==> config.mk <==
export PLATFORM = sky130hd
export DESIGN_NAME = spdif_rx_ctl
export DESIGN_NICKNAME = d
export VERILOG_FILES = /design/src/rtl/spdif_rx_ctl.sv
export SDC_FILE = /design/constraint.sdc
export NUM_CORES = 1
export LEC_CHECK = 0
export ABC_AREA = 1
export CAP_MARGIN = 30
export CORE_ASPECT_RATIO = 0.75
export CORE_MARGIN = 2
export CORE_UTILIZATION = 34
export DETAILED_ROUTE_END_ITERATION = 8
export DONT_BUFFER_PORTS = 1
export PLACE_DENSITY = 0.51
export SETUP_SLACK_MARGIN = 0.4
export SLEW_MARGIN = 20
export SYNTH_ARGS = -nofsm -noshare
export SYNTH_HDL_FRONTEND = slang
export SYNTH_SLANG_ARGS = --single-unit
==> constraint.sdc <==
create_clock -name clk -period 1.3 [get_ports clk]
set_input_delay 0.065 -clock clk [delete_from_list [all_inputs] [get_ports clk]]
set_output_delay 0.065 -clock clk [all_outputs]
set_load 0.01 [all_outputs]
==> src/rtl/spdif_rx_ctl.sv <==
module spdif_rx_ctl #(
  parameter int ADDR_W  = 3,
  parameter int DATA_W  = 32,
  parameter int WID_W   = 15,
  parameter int WID_LSB = 16
) (
  input  logic              clk,
  input  logic              rst_n,
  input  logic [ADDR_W-1:0] bus_addr,
  input  logic              bus_wr,
  input  logic              bus_rd,
  input  logic [DATA_W-1:0] bus_wdata,
  output logic [DATA_W-1:0] bus_rdata,
  input  logic              smp_stb,
  input  logic [DATA_W-1:0] smp_word,
  input  logic              cw_stb,
  input  logic [DATA_W-1:0] cw_word,
  input  logic              ev_perr,
  input  logic              ev_ovr,
  input  logic              ev_sbd,
  input  logic              ev_syncd,
  input  logic              ev_ferr,
  input  logic              ev_serr,
  input  logic              ev_terr,
  input  logic              line_act,
  input  logic              wid_stb,
  input  logic [WID_W-1:0]  wid_val,
  output logic [1:0]        rx_mode,
  output logic              sync_en,
  output logic              irq
);
  localparam int NFLAG   = 9;
  localparam int NIEN    = 7;
  localparam int LINE_LO = 6;
  localparam logic [ADDR_W-1:0] A_CTRL  = ADDR_W'(0);
  localparam logic [ADDR_W-1:0] A_IEN   = ADDR_W'(1);
  localparam logic [ADDR_W-1:0] A_STAT  = ADDR_W'(2);
  localparam logic [ADDR_W-1:0] A_CLR   = ADDR_W'(3);
  localparam logic [ADDR_W-1:0] A_DATA  = ADDR_W'(4);
  localparam logic [ADDR_W-1:0] A_CWORD = ADDR_W'(5);

  logic [1:0]        mode_q, mode_nxt;
  logic              wfa_q, act_q;
  logic [NIEN-1:0]   ien_q;
  logic [NFLAG-1:0]  flg, set_v, clr_v, ien_x;
  logic [DATA_W-1:0] smp_q, cw_q;
  logic [WID_W-1:0]  wid_q;
  logic              wr_ctrl, wr_ien, wr_clr, rd_data, rd_cw, go_off;
  logic              unused_wdata;

  assign wr_ctrl = bus_wr && bus_addr == A_CTRL;
  assign wr_ien  = bus_wr && bus_addr == A_IEN;
  assign wr_clr  = bus_wr && bus_addr == A_CLR;
  assign rd_data = bus_rd && bus_addr == A_DATA;
  assign rd_cw   = bus_rd && bus_addr == A_CWORD;
  assign unused_wdata = ^bus_wdata[DATA_W-1:NIEN];

  assign mode_nxt = (wr_ctrl && bus_wdata[1:0] != 2'b10) ? bus_wdata[1:0] : mode_q;
  assign go_off   = mode_nxt == 2'b00;
  assign rx_mode  = mode_q;
  assign sync_en  = (mode_q != 2'b00) && (!wfa_q || act_q);

  always_ff @(posedge clk or negedge rst_n) begin
    if (!rst_n) begin
      mode_q <= 2'b00;
      wfa_q  <= 1'b0;
      act_q  <= 1'b0;
      ien_q  <= '0;
      smp_q  <= '0;
      cw_q   <= '0;
      wid_q  <= '0;
    end else begin
      mode_q <= mode_nxt;
      if (wr_ctrl) wfa_q <= bus_wdata[2];
      act_q <= go_off ? 1'b0 : (act_q || (line_act && mode_q != 2'b00));
      if (wr_ien)  ien_q <= bus_wdata[NIEN-1:0];
      if (smp_stb) smp_q <= smp_word;
      if (cw_stb)  cw_q  <= cw_word;
      if (wid_stb) wid_q <= wid_val;
    end
  end

  assign set_v = {ev_terr & sync_en, ev_serr & sync_en, ev_ferr & sync_en,
                  ev_syncd, ev_sbd, ev_ovr, ev_perr, cw_stb, smp_stb};
  assign clr_v = {{3{go_off}}, {4{wr_clr}} & bus_wdata[5:2], rd_cw, rd_data};

  for (genvar i = 0; i < NFLAG; i++) begin : g_flag
    always_ff @(posedge clk or negedge rst_n) begin
      if (!rst_n)
        flg[i] <= 1'b0;
      else if (i >= LINE_LO)
        flg[i] <= !clr_v[i] && (flg[i] || set_v[i]);
      else
        flg[i] <= set_v[i] || (flg[i] && !clr_v[i]);
    end
  end

  assign ien_x = {{(NFLAG-LINE_LO){ien_q[NIEN-1]}}, ien_q[LINE_LO-1:0]};
  assign irq   = |(flg & ien_x);

  always_comb begin
    bus_rdata = '0;
    case (bus_addr)
      A_CTRL:  bus_rdata[2:0] = {wfa_q, mode_q};
      A_IEN:   bus_rdata[NIEN-1:0] = ien_q;
      A_STAT: begin
        bus_rdata[NFLAG-1:0] = flg;
        bus_rdata[WID_LSB +: WID_W] = wid_q;
      end
      A_DATA:  bus_rdata = smp_q;
      A_CWORD: bus_rdata = cw_q;
      default: bus_rdata = '0;
    endcase
  end
endmodule

==> impl_metrics.csv, run 1 <==
group,metric,value,unit
clock_network,clk_latency,340,ps
worst_setup_path,crit_chain,"a22o_1 -> a21oi_2 -> nand3_2",
power,clockPowerShare,39.8,%
worst_setup_path,path_max_fanout,3,
timing,hold_viol_final,179,
run_status,violations,"hold timing, setup timing",
timing,fin_ws,-15.9,ps
worst_setup_path,cp-end-kind,"output pin",
power,power_density,1360,mW/mm^2
routing,wire_per_inst,16.6,um
placement,post-place-ws,167,ps
min_path,hp-class,"input pin to asynchronous set/reset pin",
clock_network,cts_sinks,99,
routing,dr.first_iter.drc_count,157,
synthesis,seq_area_frac_synth,56.4,%
timing,fin_hold_ws,-589,ps
clock_network,clock_path_buffers,2,
placement,dp_hpwl,7670,um
global_route,grt_pass1_vias,3610,
worst_setup_path,cp_slowest_cell,"dfrtp_1",
die,io_pins,165,
placement,place.gp.congestion,0.782,
timing,maxClockFrequency,760,MHz
power,p_leak,2.67,nW
placement,numPortBuffers,0,
timing,report.final.slew_viol_count,0,
synthesis,avgSynthCellArea,8.77,um^2
synthesis,async_reset_ff_share,100,%
power,power.switching,2.18,mW
clock_network,clk_pin_slew_worst_paths,70,ps
global_route,grt_pass1_wl,18900,um
global_route,grt_usage,17.6,%
global_route,grt-ovfl-total,0,
power,p_comb_share,15.4,%
worst_setup_path,critPathRequiredTime,1240,ps
global_route,grt_max_degree,100,
power,ir_drop,0.897,mV
clock_network,htreeDepth,3,
finish,final_layout_size_suffix_gt1_share,32.6,%
timing,worst_pin_slew,297,ps
synthesis,synth_nets,630,
timing,slew_headroom,80.2,%
routing,via_per_inst,4.87,
clock_network,cts_hold_buf,39,
synthesis,syn_area,0.00440,mm^2
synthesis,synthAdderAreaFrac,0,%
timing,tns,-15.9,ps
synthesis,yosys-mux-area-fraction,3.84,%
synthesis,ys_warn_count,0,
timing,setup_viol,1,
finish,final_nets,670,
worst_setup_path,crit_type,"flip-flop to output pin",
flow_run,max_cap_viol_count,0,
clock_network,clockRootBuffer,"clkbuf_16",
timing,rsz0062_at_grt,"true",
die,core_area,0.0124,mm^2
synthesis,synth_edf_count,0,
power,p_int,6.12,mW
die,die_w,135,um
run_status,status,"finished with violations",
power,p_sw_share,26.2,%
die,fp.dieH,102,um
clock_network,numCtsBuffers,9,
routing,drc,0,
routing,routed_wl,11800,um
synthesis,synth_top_family_by_area,"compound AO/OA/AOI/OAI gates",
clock_network,cts_tree,"yes",
routing,antenna_left,0,
synthesis,synth_cell_types,23,
synthesis,ys_ff_latch,99,
global_route,antenna_found_initial,0,
synthesis,netlist_instances,501,
worst_setup_path,cpPeakStageDelay,410,ps
timing,post-route-period-util,101,%
die,rows,35,
worst_setup_path,arrival,1250,ps
finish,area.growth.synth_to_final,38.5,%
timing,period_needed,1320,ps
die,dieArea,0.0139,mm^2
die,start_util,35.3,%
synthesis,synth_compound_area_share,15.5,%
finish,diodes,0,
synthesis,synth_flop_cell,"dfrtp_1",
power,seqPwrFrac,44.8,%
timing,skew,0.586,ps
synthesis,synth_simple_gate_area_share,14.5,%
synthesis,synth_xor_area_share,0,%
routing,firstDrtPassIters,4,
worst_setup_path,cp-start-kind,"flip-flop",
routing,num_vias,3469,
==> per-stage QoR <==
stage	instances	hold WS (ps)	power, mW	cell area [um^2]	utilization (%)
2_1_floorplan	501	-231	4.37	4590	-
3_3_place_gp	649	-229	4.54	4770	38.4
3_5_place_dp	649	-229	4.58	4770	38.4
4_1_cts	710	-611	8.24	5910	47.5
5_1_grt	712	-615	8.68	6090	48.9
6_report	712	-589	8.29	6090	48.9
==> synth_stat cells (3+ instances only) <==
| cell type | n | area share (%) |
|---|---|---|
| o21ai_1 | 7 | 0.80 |
| nor2_1 | 4 | 0.34 |
| o22ai_1 | 10 | 1.4 |
| inv_1 | 86 | 7.3 |
| nand3_1 | 9 | 1.0 |
| o21ai_0 | 66 | 7.5 |
| nand2_1 | 139 | 12 |
| a21oi_1 | 9 | 1.0 |
| buf_2 | 6 | 0.68 |
| dfrtp_1 | 99 | 56 |
| nand4_1 | 3 | 0.43 |
| clkbuf_1 | 19 | 1.6 |
| mux2_2 | 15 | 3.8 |
| o221ai_1 | 17 | 3.4 |
| o2111ai_1 | 4 | 0.80 |
==> cells by family after synthesis <==
group | Yosys count
AOI/OAI and AO/OA | 116
muxes | 15
DFF | 99
buffers and inverters | 112
and+or+nand+nor | 159
==> worst paths after layout <==
| check | start | endpoint | slack (ps) | cells after the start |
|---|---|---|---|---|
| max | ien_q[4]$_DFFE_PN0P_ | irq | -20 | 3 |
| min | rst_n | wfa_q$_DFFE_PN0P_ | -590 | 0 |
| max reg2reg | rx_mode[0]$_DFF_PN0_ | flg[7]$_DFF_PN0_ | 140 | 7 |
| min reg2reg | cw_q[5]$_DFFE_PN0P_ | cw_q[5]$_DFFE_PN0P_ | 490 | 2 |
| max in group asynchronous | rst_n | ien_q[5]$_DFFE_PN0P_ | 1750 | 0 |
| min in group clk | smp_stb | smp_q[8]$_DFFE_PN0P_ | -160 | 1 |
==> worst max-delay path, delay by kind of cell, from the launching register on <==
kind,cells,cell delay [ps]
AO/OA/AOI/OAI,2,380
AND/OR/NAND/NOR,1,120
flip-flops,1,410
==> metal layers <==
layer	global-route usage [%]	wire (um)
met5	0	0
met4	4.49	118
met3	4.76	650
met2	27.3	5390
met1	24.8	5670
==> flip-flops by register name, summed over array words and instances (netlist names) <==
register and cells:
act_q 1, cw_q 32, flg 9, ien_q 7, rx_mode 2, smp_q 32
wfa_q 1, wid_q 15
==> power groups by stage <==
| stage | clock network [mW] | registers, mW | logic (mW) |
|---|---|---|---|
| 3_3_place_gp | 0 | 3.68 | 0.859 |
| 2_1_floorplan | 0 | 3.62 | 0.753 |
| 3_5_place_dp | 0 | 3.69 | 0.883 |
| 4_1_cts | 3.40 | 3.67 | 1.17 |
| 5_1_grt | 3.51 | 3.75 | 1.42 |
| 6_report | 3.30 | 3.71 | 1.28 |
==> cells in the final DEF (no fill, tap or decap), drive strengths merged <==
master,instances
a21oi,10
a22o,1
buf,15
bufinv,4
clkbuf,9
clkinv,1
dfrtp,99
dlygate4sd3,39
inv,89
mux2,15
nand2,140
nand3,9
nand4,3
nor2,5
nor3,2
o2111ai,4
o21ai,73
o221ai,17
o22ai,10
o31ai,1
==> final cells by class <==
type | instances | area, um^2
fillers | 1206 | 6350
flip-flops and latches | 99 | 2480
multi-input cells | 290 | 2140
repair buffers | 54 | 556
inverters | 87 | 327
clock buffers | 9 | 225
well taps | 166 | 208
clock inverters | 7 | 146
==> timing repair <==
item                       CTS  global route
buffers inserted             6             2
hold endpoints to repair   196           179
resized for setup           92            48
pin swaps                   41            18
setup endpoints to repair   39            44
Note: power is estimated with default switching activity, not from simulation.
==> run 2, diff against run 1 <==
Settings changed: SKIP_LAST_GASP set to 1.
==> run 2 against run 1 <==
  * The flow still finishes with violations (hold timing, setup timing)
  * Sequential cell count did not move
  * Sequential power about the same
  * Clock power about the same
  * Fmax down 0.13%
  * Die area did not move
  * Core utilization is 0.47 points lower
==> impl_metrics.csv, run 2 (synthesized netlist as in run 1, its figures left out) <==
group,metric,value,unit
run_status,status,"finished with violations",
run_status,violations,"hold timing, setup timing",
routing,dr.first_iter.drc_count,155,
timing,setup_viol,1,
worst_setup_path,critPathRequiredTime,1240,ps
power,power_density,1370,mW/mm^2
timing,tns,-17.7,ps
clock_network,cts_tree,"yes",
die,fp.dieH,102,um
flow_run,max_cap_viol_count,0,
worst_setup_path,crit_chain,"a22o_1 -> a21oi_2 -> nand3_2",
clock_network,clk_pin_slew_worst_paths,70,ps
finish,final_cell_mix,"nand2_1, dfrtp_1, o21ai_0",
worst_setup_path,rr_endpoint,"flg[7]$_DFF_PN0_",
finish,largestRegisters,"cw_q x32, smp_q x32, wid_q x15",
global_route,grt_pass1_vias,3612,
placement,dp_cells,649,
routing,num_vias,3467,
placement,dp_hpwl,7670,um
worst_setup_path,rr_worst_depth,7,
timing,hold_viol_final,178,
die,io_pins,165,
global_route,grt_pass1_wl,18900,um
worst_setup_path,reg2reg_setup_slack,180,ps
worst_setup_path,crit_buf_inv,0,
min_path,hp-class,"input pin to asynchronous set/reset pin",
clock_network,cts_hold_buf,39,
worst_setup_path,arrival,1250,ps
timing,fin_hold_ws,-586,ps
timing,rsz0062_at_grt,"true",
worst_setup_path,cp.depth,3,
power,ir_drop,0.896,mV
finish,multi_input_area,0.00210,mm^2
finish,final_layout_size_suffix_gt1_share,31.4,%
worst_setup_path,startpoint,"ien_q[5]$_DFFE_PN0P_",
timing,fin_ws,-17.7,ps
power,p_leak,2.65,nW
worst_setup_path,cpPeakStageDelay,390,ps
worst_setup_path,crit_type,"flip-flop to output pin",
placement,place.gp.congestion,0.782,
finish,design_area,0.00603,mm^2
routing,routed_wl,11900,um
die,die_w,135,um
die,start_util,35.3,%
finish,final_common_cell,"nand2_1",
clock_network,cts_sinks,99,
clock_network,clockRootBuffer,"clkbuf_16",
die,core_area,0.0124,mm^2
timing,maxClockFrequency,759,MHz
worst_setup_path,cp-start-kind,"flip-flop",
finish,final_nets,669,
global_route,antenna_found_initial,0,
worst_setup_path,path_max_fanout,2,
global_route,grt-ovfl-total,0,
placement,placed_area,0.00477,mm^2
placement,numPortBuffers,0,
finish,postLayoutCoreUtil,48.5,%
clock_network,clk_latency,340,ps
timing,skew,0.742,ps
clock_network,numCtsBuffers,9,
routing,wire_per_inst,16.7,um
routing,antenna_left,0,
global_route,grt_max_degree,100,
global_route,grt_usage,17.7,%
clock_network,clock_path_buffers,2,
timing,post-route-period-util,101,%
worst_setup_path,crit_end,"irq",
worst_setup_path,cp_slowest_cell,"dfrtp_1",
worst_setup_path,r2r_start,"rx_mode[1]$_DFF_PN0_",
die,dieArea,0.0139,mm^2
die,rows,35,
timing,slew_headroom,68.9,%
routing,firstDrtPassIters,5,
clock_network,htreeDepth,3,
worst_setup_path,crit_family,"compound AO/OA/AOI/OAI gates",
routing,via_per_inst,4.88,
finish,diodes,0,
finish,fillers,1221,
routing,drc,0,
timing,report.final.slew_viol_count,0,
finish,regArea,0.00248,mm^2
finish,instances_no_fill,711,
timing,worst_pin_slew,467,ps
finish,area.growth.synth_to_final,37.1,%
worst_setup_path,cp-end-kind,"output pin",
power,power.total,8.27,mW
timing,period_needed,1320,ps
## run 2: timing repair
item / in CTS / in global routing
endpoints found under the setup margin: 39 / 44
endpoints found under the hold margin: 196 / 178
gates resized for setup: 85 / 43
setup buffers: 6 / 1
pin swaps: 36 / 13
## run 2: layout make-up
cell class,count,area share (%)
Clock buffer,9,3.74
Multi-Input combinational cell,290,34.9
Clock inverter,7,2.43
Inverter,87,5.42
Tap cell,166,3.45
Sequential cell,99,41.2
Timing Repair Buffer,53,8.88
## run 2: worst register-to-register path: cells and delay by family (launching register included)
kind            cells  cell delay, ps
buf+inv             2             210
compound gates      2              80
flops               1             470
simple gates        3             240
## run 2: worst min path at each step
stage,to,slack (ps)
2_1_floorplan,act_q$_DFF_PN0_,-230
3_3_place_gp,rx_mode[0]$_DFF_PN0_,-230
3_5_place_dp,wfa_q$_DFFE_PN0P_,-230
4_1_cts,wfa_q$_DFFE_PN0P_,-610
5_1_grt,wfa_q$_DFFE_PN0P_,-610
6_report,wfa_q$_DFFE_PN0P_,-590
## run 2: metrics by stage
step                hold WS (ps)  setup slack (ps)
floorplan                   -231               303
global placement            -229               181
detailed placement          -229               167
CTS                         -611             -44.0
global route                -614             -74.0
finish                      -586             -17.7
## run 2: report_power, final
group	internal [mW]	switching, mW
clock	2.09	1.20
combinational	0.570	0.704
sequential	3.43	0.279
## run 2: metal layers
layer	vias to the layer above	share of wire, %	GRT usage, %
met5	-	0	0
met4	0	0.93	4.49
met3	8	5.5	4.81
met2	87	45	27.6
met1	1683	48	24.6
li1	1689	-	-
